**config.mk**
```make
export PLATFORM = sky130hd
export DESIGN_NAME = gpio_irq_ctrl
export DESIGN_NICKNAME = d
export VERILOG_FILES = /design/src/rtl/gpio_irq_pkg.sv /design/src/rtl/gpio_in_sync.sv /design/src/rtl/gpio_reg_bank.sv /design/src/rtl/gpio_irq_unit.sv /design/src/rtl/gpio_irq_ctrl.sv
export SDC_FILE = /design/constraint.sdc
export NUM_CORES = 1
export LEC_CHECK = 0
export ABC_AREA = 1
export BUFFER_PORTS_ARGS = -buffer_cell sky130_fd_sc_hd__clkbuf_2
export CAP_MARGIN = 20
export CORE_MARGIN = 5
export CORE_UTILIZATION = 39
export DETAILED_ROUTE_END_ITERATION = 12
export PLACE_DENSITY = 0.69
export SYNTH_ARGS = -nofsm -noshare
export SYNTH_HDL_FRONTEND = slang
export SYNTH_SLANG_ARGS = --single-unit
```
**constraint.sdc**
```tcl
create_clock -name clk -period 2.5 [get_ports clk]
set_input_delay 0.125 -clock clk [delete_from_list [all_inputs] [get_ports clk]]
set_output_delay 0.125 -clock clk [all_outputs]
set_load 0.02 [all_outputs]
```
**src/rtl/gpio_irq_pkg.sv**
```systemverilog
package gpio_irq_pkg;

  typedef enum logic [1:0] {
    TRIG_OFF  = 2'd0,
    TRIG_LOW  = 2'd1,
    TRIG_HIGH = 2'd2,
    TRIG_ANY  = 2'd3
  } trig_e;

  typedef struct packed {
    trig_e      mode;  // bits [7:6]
    logic [5:0] idx;   // bits [5:0]
  } irq_cfg_t;

  localparam int CFG_W = $bits(irq_cfg_t);

  localparam logic [4:0] OFS_DIN  = 5'h00;
  localparam logic [4:0] OFS_DOUT = 5'h08;
  localparam logic [4:0] OFS_DIR  = 5'h10;
  localparam logic [4:0] OFS_CFG  = 5'h18;

  // Interrupt level for a given mode, watched-pin validity, level and pending flag
  function automatic logic irq_from_mode(trig_e mode, logic idx_ok,
                                         logic lvl, logic pend);
    logic r;
    case (mode)
      TRIG_LOW:  r = idx_ok & ~lvl;
      TRIG_HIGH: r = idx_ok & lvl;
      TRIG_ANY:  r = pend;
      default:   r = 1'b0;
    endcase
    return r;
  endfunction

endpackage

```
**src/rtl/gpio_in_sync.sv**
```systemverilog
module gpio_in_sync #(
  parameter int W      = 22,
  parameter int STAGES = 2
) (
  input  logic         clk,
  input  logic         rst_n,
  input  logic [W-1:0] raw_in,
  output logic [W-1:0] sync_lvl,
  output logic [W-1:0] prev_lvl
);
  logic [W-1:0] stage_q [STAGES+1];

  for (genvar s = 0; s <= STAGES; s++) begin : g_stage
    always_ff @(posedge clk or negedge rst_n) begin
      if (!rst_n) stage_q[s] <= '0;
      else if (s == 0) stage_q[s] <= raw_in;
      else stage_q[s] <= stage_q[(s == 0) ? 0 : s-1];
    end
  end

  assign sync_lvl = stage_q[STAGES-1];
  assign prev_lvl = stage_q[STAGES];
endmodule

```
**src/rtl/gpio_reg_bank.sv**
```systemverilog
module gpio_reg_bank
  import gpio_irq_pkg::*;
#(
  parameter int W      = 22,
  parameter int DATA_W = 32
) (
  input  logic              clk,
  input  logic              rst_n,
  input  logic              reg_wr,
  input  logic [4:0]        reg_addr,
  input  logic [DATA_W-1:0] reg_wdata,
  input  logic [W-1:0]      sync_lvl,
  output logic [DATA_W-1:0] reg_rdata,
  output logic [W-1:0]      dir_q,
  output logic [W-1:0]      dout_q,
  output irq_cfg_t          cfg_q,
  output logic              cfg_wr
);
  localparam int PAD_W = DATA_W - W;
  localparam int CPAD_W = DATA_W - CFG_W;

  logic hit_din, hit_dout, hit_dir, hit_cfg, addr_hit;
  logic unused_wbits;

  assign hit_din  = (reg_addr == OFS_DIN);
  assign hit_dout = (reg_addr == OFS_DOUT);
  assign hit_dir  = (reg_addr == OFS_DIR);
  assign hit_cfg  = (reg_addr == OFS_CFG);
  assign addr_hit = hit_din | hit_dout | hit_dir | hit_cfg;
  assign cfg_wr   = reg_wr & hit_cfg;
  assign unused_wbits = ^reg_wdata[DATA_W-1:W];

  always_ff @(posedge clk or negedge rst_n) begin
    if (!rst_n) begin
      dir_q  <= '0;
      dout_q <= '0;
      cfg_q  <= '0;
    end else if (reg_wr) begin
      if (hit_dout) dout_q <= reg_wdata[W-1:0];
      if (hit_dir)  dir_q  <= reg_wdata[W-1:0];
      if (hit_cfg)  cfg_q  <= irq_cfg_t'(reg_wdata[CFG_W-1:0]);
    end
  end

  always_comb begin
    reg_rdata = '0;
    if (hit_din)  reg_rdata = {{PAD_W{1'b0}}, sync_lvl};
    if (hit_dout) reg_rdata = {{PAD_W{1'b0}}, dout_q};
    if (hit_dir)  reg_rdata = {{PAD_W{1'b0}}, dir_q};
    if (hit_cfg)  reg_rdata = {{CPAD_W{1'b0}}, cfg_q};
  end


  unmapped_read_zero_chk: assert property (@(posedge clk) disable iff (!rst_n)
    !addr_hit |-> reg_rdata == '0);


  dir_write_lands_chk: assert property (@(posedge clk) disable iff (!rst_n)
    (reg_wr && hit_dir) |=> dir_q == $past(reg_wdata[W-1:0]));
endmodule

```
**src/rtl/gpio_irq_unit.sv**
```systemverilog
module gpio_irq_unit
  import gpio_irq_pkg::*;
#(
  parameter int W = 22
) (
  input  logic         clk,
  input  logic         rst_n,
  input  logic [W-1:0] sync_lvl,
  input  logic [W-1:0] prev_lvl,
  input  irq_cfg_t     cfg,
  input  logic         cfg_wr,
  output logic         irq
);
  logic idx_ok, sel_now, sel_prev, sel_change, edge_pend;

  always_comb begin
    idx_ok   = 1'b0;
    sel_now  = 1'b0;
    sel_prev = 1'b0;
    for (int i = 0; i < W; i++) begin
      if (cfg.idx == 6'(i)) begin
        idx_ok   = 1'b1;
        sel_now  = sync_lvl[i];
        sel_prev = prev_lvl[i];
      end
    end
  end

  assign sel_change = idx_ok & (sel_now ^ sel_prev);

  always_ff @(posedge clk or negedge rst_n) begin
    if (!rst_n) edge_pend <= 1'b0;
    else if (cfg_wr) edge_pend <= 1'b0;
    else if (cfg.mode == TRIG_ANY && sel_change) edge_pend <= 1'b1;
  end

  assign irq = irq_from_mode(cfg.mode, idx_ok, sel_now, edge_pend);


  mode_off_quiet_chk: assert property (@(posedge clk) disable iff (!rst_n)
    cfg.mode == TRIG_OFF |-> !irq);


  bad_index_quiet_chk: assert property (@(posedge clk) disable iff (!rst_n)
    !idx_ok |-> !irq);


  cfg_write_clears_chk: assert property (@(posedge clk) disable iff (!rst_n)
    cfg_wr |=> !edge_pend);


  pend_sticky_chk: assert property (@(posedge clk) disable iff (!rst_n)
    (edge_pend && !cfg_wr) |=> edge_pend);


  pend_cause_chk: assert property (@(posedge clk) disable iff (!rst_n)
    $rose(edge_pend) |-> $past(sel_change));
endmodule

```
**src/rtl/gpio_irq_ctrl.sv**
```systemverilog
module gpio_irq_ctrl
  import gpio_irq_pkg::*;
#(
  parameter int NUM_PINS = 22,
  parameter int DATA_W   = 32,
  parameter int SYNC_STG = 2
) (
  input  logic                clk,
  input  logic                rst_n,
  input  logic                reg_wr,
  input  logic [4:0]          reg_addr,
  input  logic [DATA_W-1:0]   reg_wdata,
  output logic [DATA_W-1:0]   reg_rdata,
  input  logic [NUM_PINS-1:0] pin_in,
  output logic [NUM_PINS-1:0] pin_out,
  output logic [NUM_PINS-1:0] pin_oe,
  output logic                irq
);
  logic [NUM_PINS-1:0] sync_lvl, prev_lvl, dir_q, dout_q;
  irq_cfg_t cfg_q;
  logic cfg_wr;

  gpio_in_sync #(.W(NUM_PINS), .STAGES(SYNC_STG)) u_sync (
    .clk(clk), .rst_n(rst_n), .raw_in(pin_in),
    .sync_lvl(sync_lvl), .prev_lvl(prev_lvl)
  );

  gpio_reg_bank #(.W(NUM_PINS), .DATA_W(DATA_W)) u_regs (
    .clk(clk), .rst_n(rst_n), .reg_wr(reg_wr), .reg_addr(reg_addr),
    .reg_wdata(reg_wdata), .sync_lvl(sync_lvl), .reg_rdata(reg_rdata),
    .dir_q(dir_q), .dout_q(dout_q), .cfg_q(cfg_q), .cfg_wr(cfg_wr)
  );

  gpio_irq_unit #(.W(NUM_PINS)) u_irq (
    .clk(clk), .rst_n(rst_n), .sync_lvl(sync_lvl), .prev_lvl(prev_lvl),
    .cfg(cfg_q), .cfg_wr(cfg_wr), .irq(irq)
  );

  assign pin_oe  = dir_q;
  assign pin_out = dout_q & dir_q;


  input_pins_low_chk: assert property (@(posedge clk) disable iff (!rst_n)
    (pin_out & ~pin_oe) == '0);
endmodule

```
**Word-level counts from Yosys, hierarchy flattened**

Index checks and enable logic that the tools add are counted.
Widths: inputs -> output; s select.

- Register bits: 119
- Bits in latches: 0
- Memory bits (writable): 0
- Memory bits (read-only): 0
- Input bits: 62
- Output and inout bits: 77
- Logic and storage cells: 122
- Memories: 0

- Add/sub/neg operators: 0
- $mul: 0
- Divide/modulo/power cells: 0
- Magnitude comparators: 0
- Equal/unequal tests: 27
- Shift operators: 0
- Multiplexer cells: 73
- Bitwise operators: 7
- Reduce and logical (&&, ||, !) cells: 7

Operator list:

| operator | number |
|---|---|
| $mux 22 | 4 |
| $mux 1 | 68 |
| $eq 6x4->1 const B | 8 |
| $eq 6x5->1 const B | 6 |
| $eq 6x3->1 const B | 4 |
| $and 22x22->22 | 1 |
| $eq 6x2->1 const B | 2 |
| $eq 5x5->1 const B | 2 |
| $eq 6x1->1 const B | 1 |
| $logic_not 6->1 | 1 |
| $reduce_and 2->1 | 3 |
| $eq 5x4->1 const B | 1 |
| $logic_not 5->1 | 1 |
| $and 1x1->1 | 4 |
| $eq 2x2->1 const B | 2 |
| $pmux 1 s3 | 1 |
| $eq 2x1->1 const B | 1 |
| $reduce_bool 2->1 | 1 |
| $logic_and 1x1->1 | 1 |
| $not 1->1 | 1 |
| $xor 1x1->1 | 1 |

**Logic depth before layout (Yosys ltp)**

- Depth in word-level cells: 28
- Gate-level depth with buffers: 20
- Depth with buffers taken out: 19

**Modules after synthesis**

A second synthesis with hierarchy kept.

- Cells, all modules: 671
- Area, all modules: 5719.2 um^2

By module, submodules not included:

| module | instances | cells an instance | area an instance (um^2) | sequential area each (um^2) |
|---|---|---|---|---|
| gpio_reg_bank | 1 | 359 | 2785.2 | 1301.2 |
| gpio_in_sync | 1 | 110 | 1981.9 | 1651.6 |
| gpio_irq_unit | 1 | 158 | 787.0 | 25.0 |
| gpio_irq_ctrl | 1 | 44 | 165.2 | 0.0 |

**Worst setup path after synthesis**

OpenSTA, ideal clock, no wires.

- Kind: register to output
- Start point: register, netlist name u_regs.cfg_q[0]
- End point: output port irq
- Arrival time: 1.984 ns
- Required time: 2.375 ns
- Setup slack: 0.391 ns
- Stages on the path, launching flop included: 16
- Buffers on the path: 1
- Cell sequence: dfrtp_1 -> buf_6 -> nor2_1 -> nand2_1 -> nor2_2 -> inv_1 -> o21ai_0 -> nand2_1 -> nand2_1 -> nand4_1 -> nor2_1 -> nand4_1 -> nand2_1 -> xor2_1 -> nand2_1 -> a21oi_2

- Cells in the longest elaborated chain, start to end: 26
- Elaborated cells on any way between the ends: 70
- Classes of those cells: eq/ne: 21; mux: 45; bitwise: 3; reduce/logical: 1

RTL lines:

| what | RTL line | text |
|---|---|---|
| $logic_not 6->1 | gpio_irq_unit.sv:21 | `if (cfg.idx == 6'(i)) begin` |
| $mux 1 (22 in a row) | gpio_irq_unit.sv:21 |  |
| $not 1->1 | gpio_irq_pkg.sv:27 | `TRIG_LOW: r = idx_ok & ~lvl;` |
| $and 1x1->1 | gpio_irq_pkg.sv:27 |  |
| $pmux 1 s3 (*) | gpio_irq_pkg.sv:26 | `case (mode)` |
| end: declaration | gpio_irq_ctrl.sv:17 | `output logic irq` |

Every way passes the cells marked *; elsewhere a longest branch is shown, timed or not.

**Final worst setup path**

- Start point: register, netlist name u_regs.cfg_q[1]
- End point: output port irq

- Cells in the longest elaborated chain, start to end: 26
- Elaborated cells on any way between the ends: 70
- Classes of those cells: eq/ne: 21; mux: 45; bitwise: 3; reduce/logical: 1

RTL lines:

| what | RTL line |
|---|---|
| $logic_not 6->1 | gpio_irq_unit.sv:21 |
| $mux 1 (22 in a row) | gpio_irq_unit.sv:21 |
| $not 1->1 | gpio_irq_pkg.sv:27 |
| $and 1x1->1 | gpio_irq_pkg.sv:27 |
| $pmux 1 s3 (*) | gpio_irq_pkg.sv:26 |

Marks and branches as above.

==> metrics.yaml <==
cts.sinks: 119
grt_usage: 0.193
synth_largest_area_cell: "dfrtp_1"
synth-seq-cells: 119
rr_worst_depth: 16
yosysWarnings: 0
relSlewSlack: 0.654
final_cells: 934
synth_cell_types: 29
synth_top_cell_area_share: 0.593
drive_above_1_share: 0.259
fillers: 1126
dr.pass1.iters: 5
place_inst: 852
skew_ps: 4.95
gp_congestion: 0.906
hp-class: "in2reg"
port_buffers: 118
violations: "negative setup slack"
place_hpwl_mm: 9.50
antenna_found_initial: 0
setup.worst_path.end: "irq"
dieArea_um2: 15300
syn_area_per_cell_um2: 8.84
start_util: 0.398
netlist_instances: 568
grt_pass1_vias: 4589
r2r_setup_slack_ps: 260
grt_max_degree: 73
clk-insertion-delay-late_ps: 420
finalWorstSetupSlack_ps: -195
seq_area_frac_synth: 0.593
cts.htree.levels: 4
power.leakage_nw: 3.65
switching_share: 0.305
coreArea_um2: 12600
r2r-end: "u_irq.edge_pend"
switchingPower_mw: 1.78
final_util: 0.549
worst-slew-pin-transition_ps: 518
critPathLaunch: "u_regs.cfg_q[1]"
power_frac_seq: 0.403
synth-edff-count: 0
finalHoldViolations: 0
cts_root_buffer: "clkbuf_16"
min_period_ps: 2700
slew_violations: 0
combPwrFrac: 0.178
fin_nets: 813
placementRows: 41
drc: 0
clk_pin_slew_ps: 60
vias: 4508
critPathRequiredTime_ps: 2380
grt_first_pass_wirelength_mm: 22.5
area_growth_pct: 38.0
period_share: 1.08
crit_path_end_kind: "output port"
cts_tree: "yes"
clkPwrFrac: 0.419
placed_area_um2: 5820
maxCapViolations: 0
peakVddDrop_v: 0.000538
clock.fmax_mhz: 371
ios: 139
drt-wirelength-per-cell_um: 14.7
numCtsBuffers: 17
p_int_mw: 4.05
setup_violations: 1
startpoint_type: "register"
cts_buffer_depth: 2
synth_area_leaders: "dfrtp_1 (59%), nand2_1 (12%), inv_1 (6.4%)"
ys.flop_type: "dfrtp_1"
rsz0062_at_grt: "yes"
status: "finished with violations"
rr_startpoint: "u_regs.cfg_q[5]"
async_reset_ff_frac: 1.00
antenna_left: 0
path_max_fanout: 7
routed_wl_mm: 13.7
drt_iter0_drc: 371
die_width_um: 123
arrival_ps: 2570
dpl_worst_slack_ps: 43.3
viasPerCell: 4.83
grt_overflow: 0
fp.dieH_um: 123
synthesis.area_um2: 5020
crit_type: "reg2out"
p_per_area_nw_per_um2: 841
final_area_um2: 6930
[how the worst min path moves through the flow]
stage          slack (ps)  depth (start not counted)                 to          from
5_1_grt                20                          3    u_regs.dir_q[3]  reg_wdata[3]
6_report               10                          3   u_regs.dout_q[3]  reg_wdata[3]
3_5_place_dp            2                          1  u_regs.dout_q[18]         rst_n
3_3_place_gp         -0.9                          1  u_regs.dout_q[18]         rst_n
4_1_cts                 2                          3    u_regs.cfg_q[3]  reg_wdata[3]
2_1_floorplan        -170                          0    u_irq.edge_pend         rst_n
[per-layer routing]
| layer | GRT usage | up-vias | share of wire | wire [µm] |
|---|---|---|---|---|
| met4 | 0.0768 | 0 | 0.022 | 308 |
| met3 | 0.0581 | 28 | 0.077 | 1050 |
| met2 | 0.304 | 195 | 0.48 | 6590 |
| met1 | 0.250 | 2148 | 0.42 | 5790 |
| met5 | 0 | - | 0 | 0 |
| li1 | - | 2137 | - | - |
[stage by stage]
step / hold slack (ps) / total power, mW / TNS (ps)
after global routing: 15.3 / 6.14 / -526
final: 12.4 / 5.83 / -195
after CTS: 2.08 / 5.86 / -258
after floorplan: -171 / 2.92 / 0
after global placement: -0.900 / 3.25 / 0
after detailed placement: 2.08 / 3.27 / 0
[power groups by stage]
stage / Sequential [mW] / Combinational (mW) / Clock [mW]
after floorplan: 2.40 / 0.515 / 0
after global placement: 2.37 / 0.880 / 0
after detailed placement: 2.38 / 0.895 / 0
after CTS: 2.35 / 1.02 / 2.49
after global routing: 2.38 / 1.16 / 2.60
final: 2.35 / 1.03 / 2.44
[flip-flops by register name, indices dropped and copies added (netlist names)]
| name | flops |
|---|---|
| u_sync.stage_q | 22 |
| u_regs.cfg_q | 8 |
| u_regs.dir_q | 22 |
| u_sync.sync_lvl | 22 |
| u_sync.prev_lvl | 22 |
| u_regs.dout_q | 22 |
| u_irq.edge_pend | 1 |
[what timing repair did]
action,CTS,global route
setup buffers,8,1
endpoints found under the setup margin,1,2
resized for setup,15,4
hold endpoints to repair,176,0
hold buffers,40,0
pin swaps,4,4
cloned,0,0
[critical path, cell delays in order (launching register included)]
cell      delay, ps
dfrtp_2         470
nor2_2          240
nand2_1         140
nor2_1          170
nand2_1          70
nand4_1          90
nand2_1          60
nand4_1          60
nand2_1          60
nand4_1          70
nor2_1           40
nand4_1          70
nand2_2          70
xor2_1          130
nand2_1          80
a21oi_2         160
clkbuf_8        170
[final cells by class]
class                      instances  area (µm²)  share of cell area
multi-input combinational        343        1630               0.235
tap                              172         215              0.0310
antenna                            1        2.50            0.000361
clock buffer                      17         425              0.0614
timing repair buffer             180        1180               0.170
sequential                       119        2980               0.430
inverter                          87         327              0.0471
clock inverter                    15         169              0.0244
[logic make-up (layout without fill, tap and decap cells)]
group	count (synthesis)	after routing	synth area share
adder cells (fa/ha/maj)	3	3	0.00747
AND/OR/NAND/NOR	246	246	0.206
other	1	11	0.000746
AO/OA/AOI/OAI	83	83	0.0934
flip-flops	119	119	0.593
XOR/XNOR	1	1	0.00174
buffers and inverters	115	299	0.0979
[synthesized netlist by cell type (4+ instances only)]
cell and n:
buf_4 10, nand3_1 28, a221oi_1 6, nor2_1 32, dfrtp_1 119, o21ai_0 62
clkbuf_1 15, nor3_1 4, a21oi_1 6, o211ai_1 4, nand2_1 158, inv_1 86
nand4_1 14
[layout by cell type, fill, tap and decap left out, types with 5 or more instances in the layout]
cell type      count
nand2_1          155
a21oi_1            5
o21ai_0           62
buf_4             22
a221oi_1           6
inv_1             84
clkbuf_2         116
dfrtp_1          115
dlygate4sd3_1     40
clkinv_4           5
nor2_1            28
conb_1            10
nor2_2             5
nand4_1           14
nand3_1           28
clkbuf_16         17
inv_6              6
(Power assumes the default switching activity.)
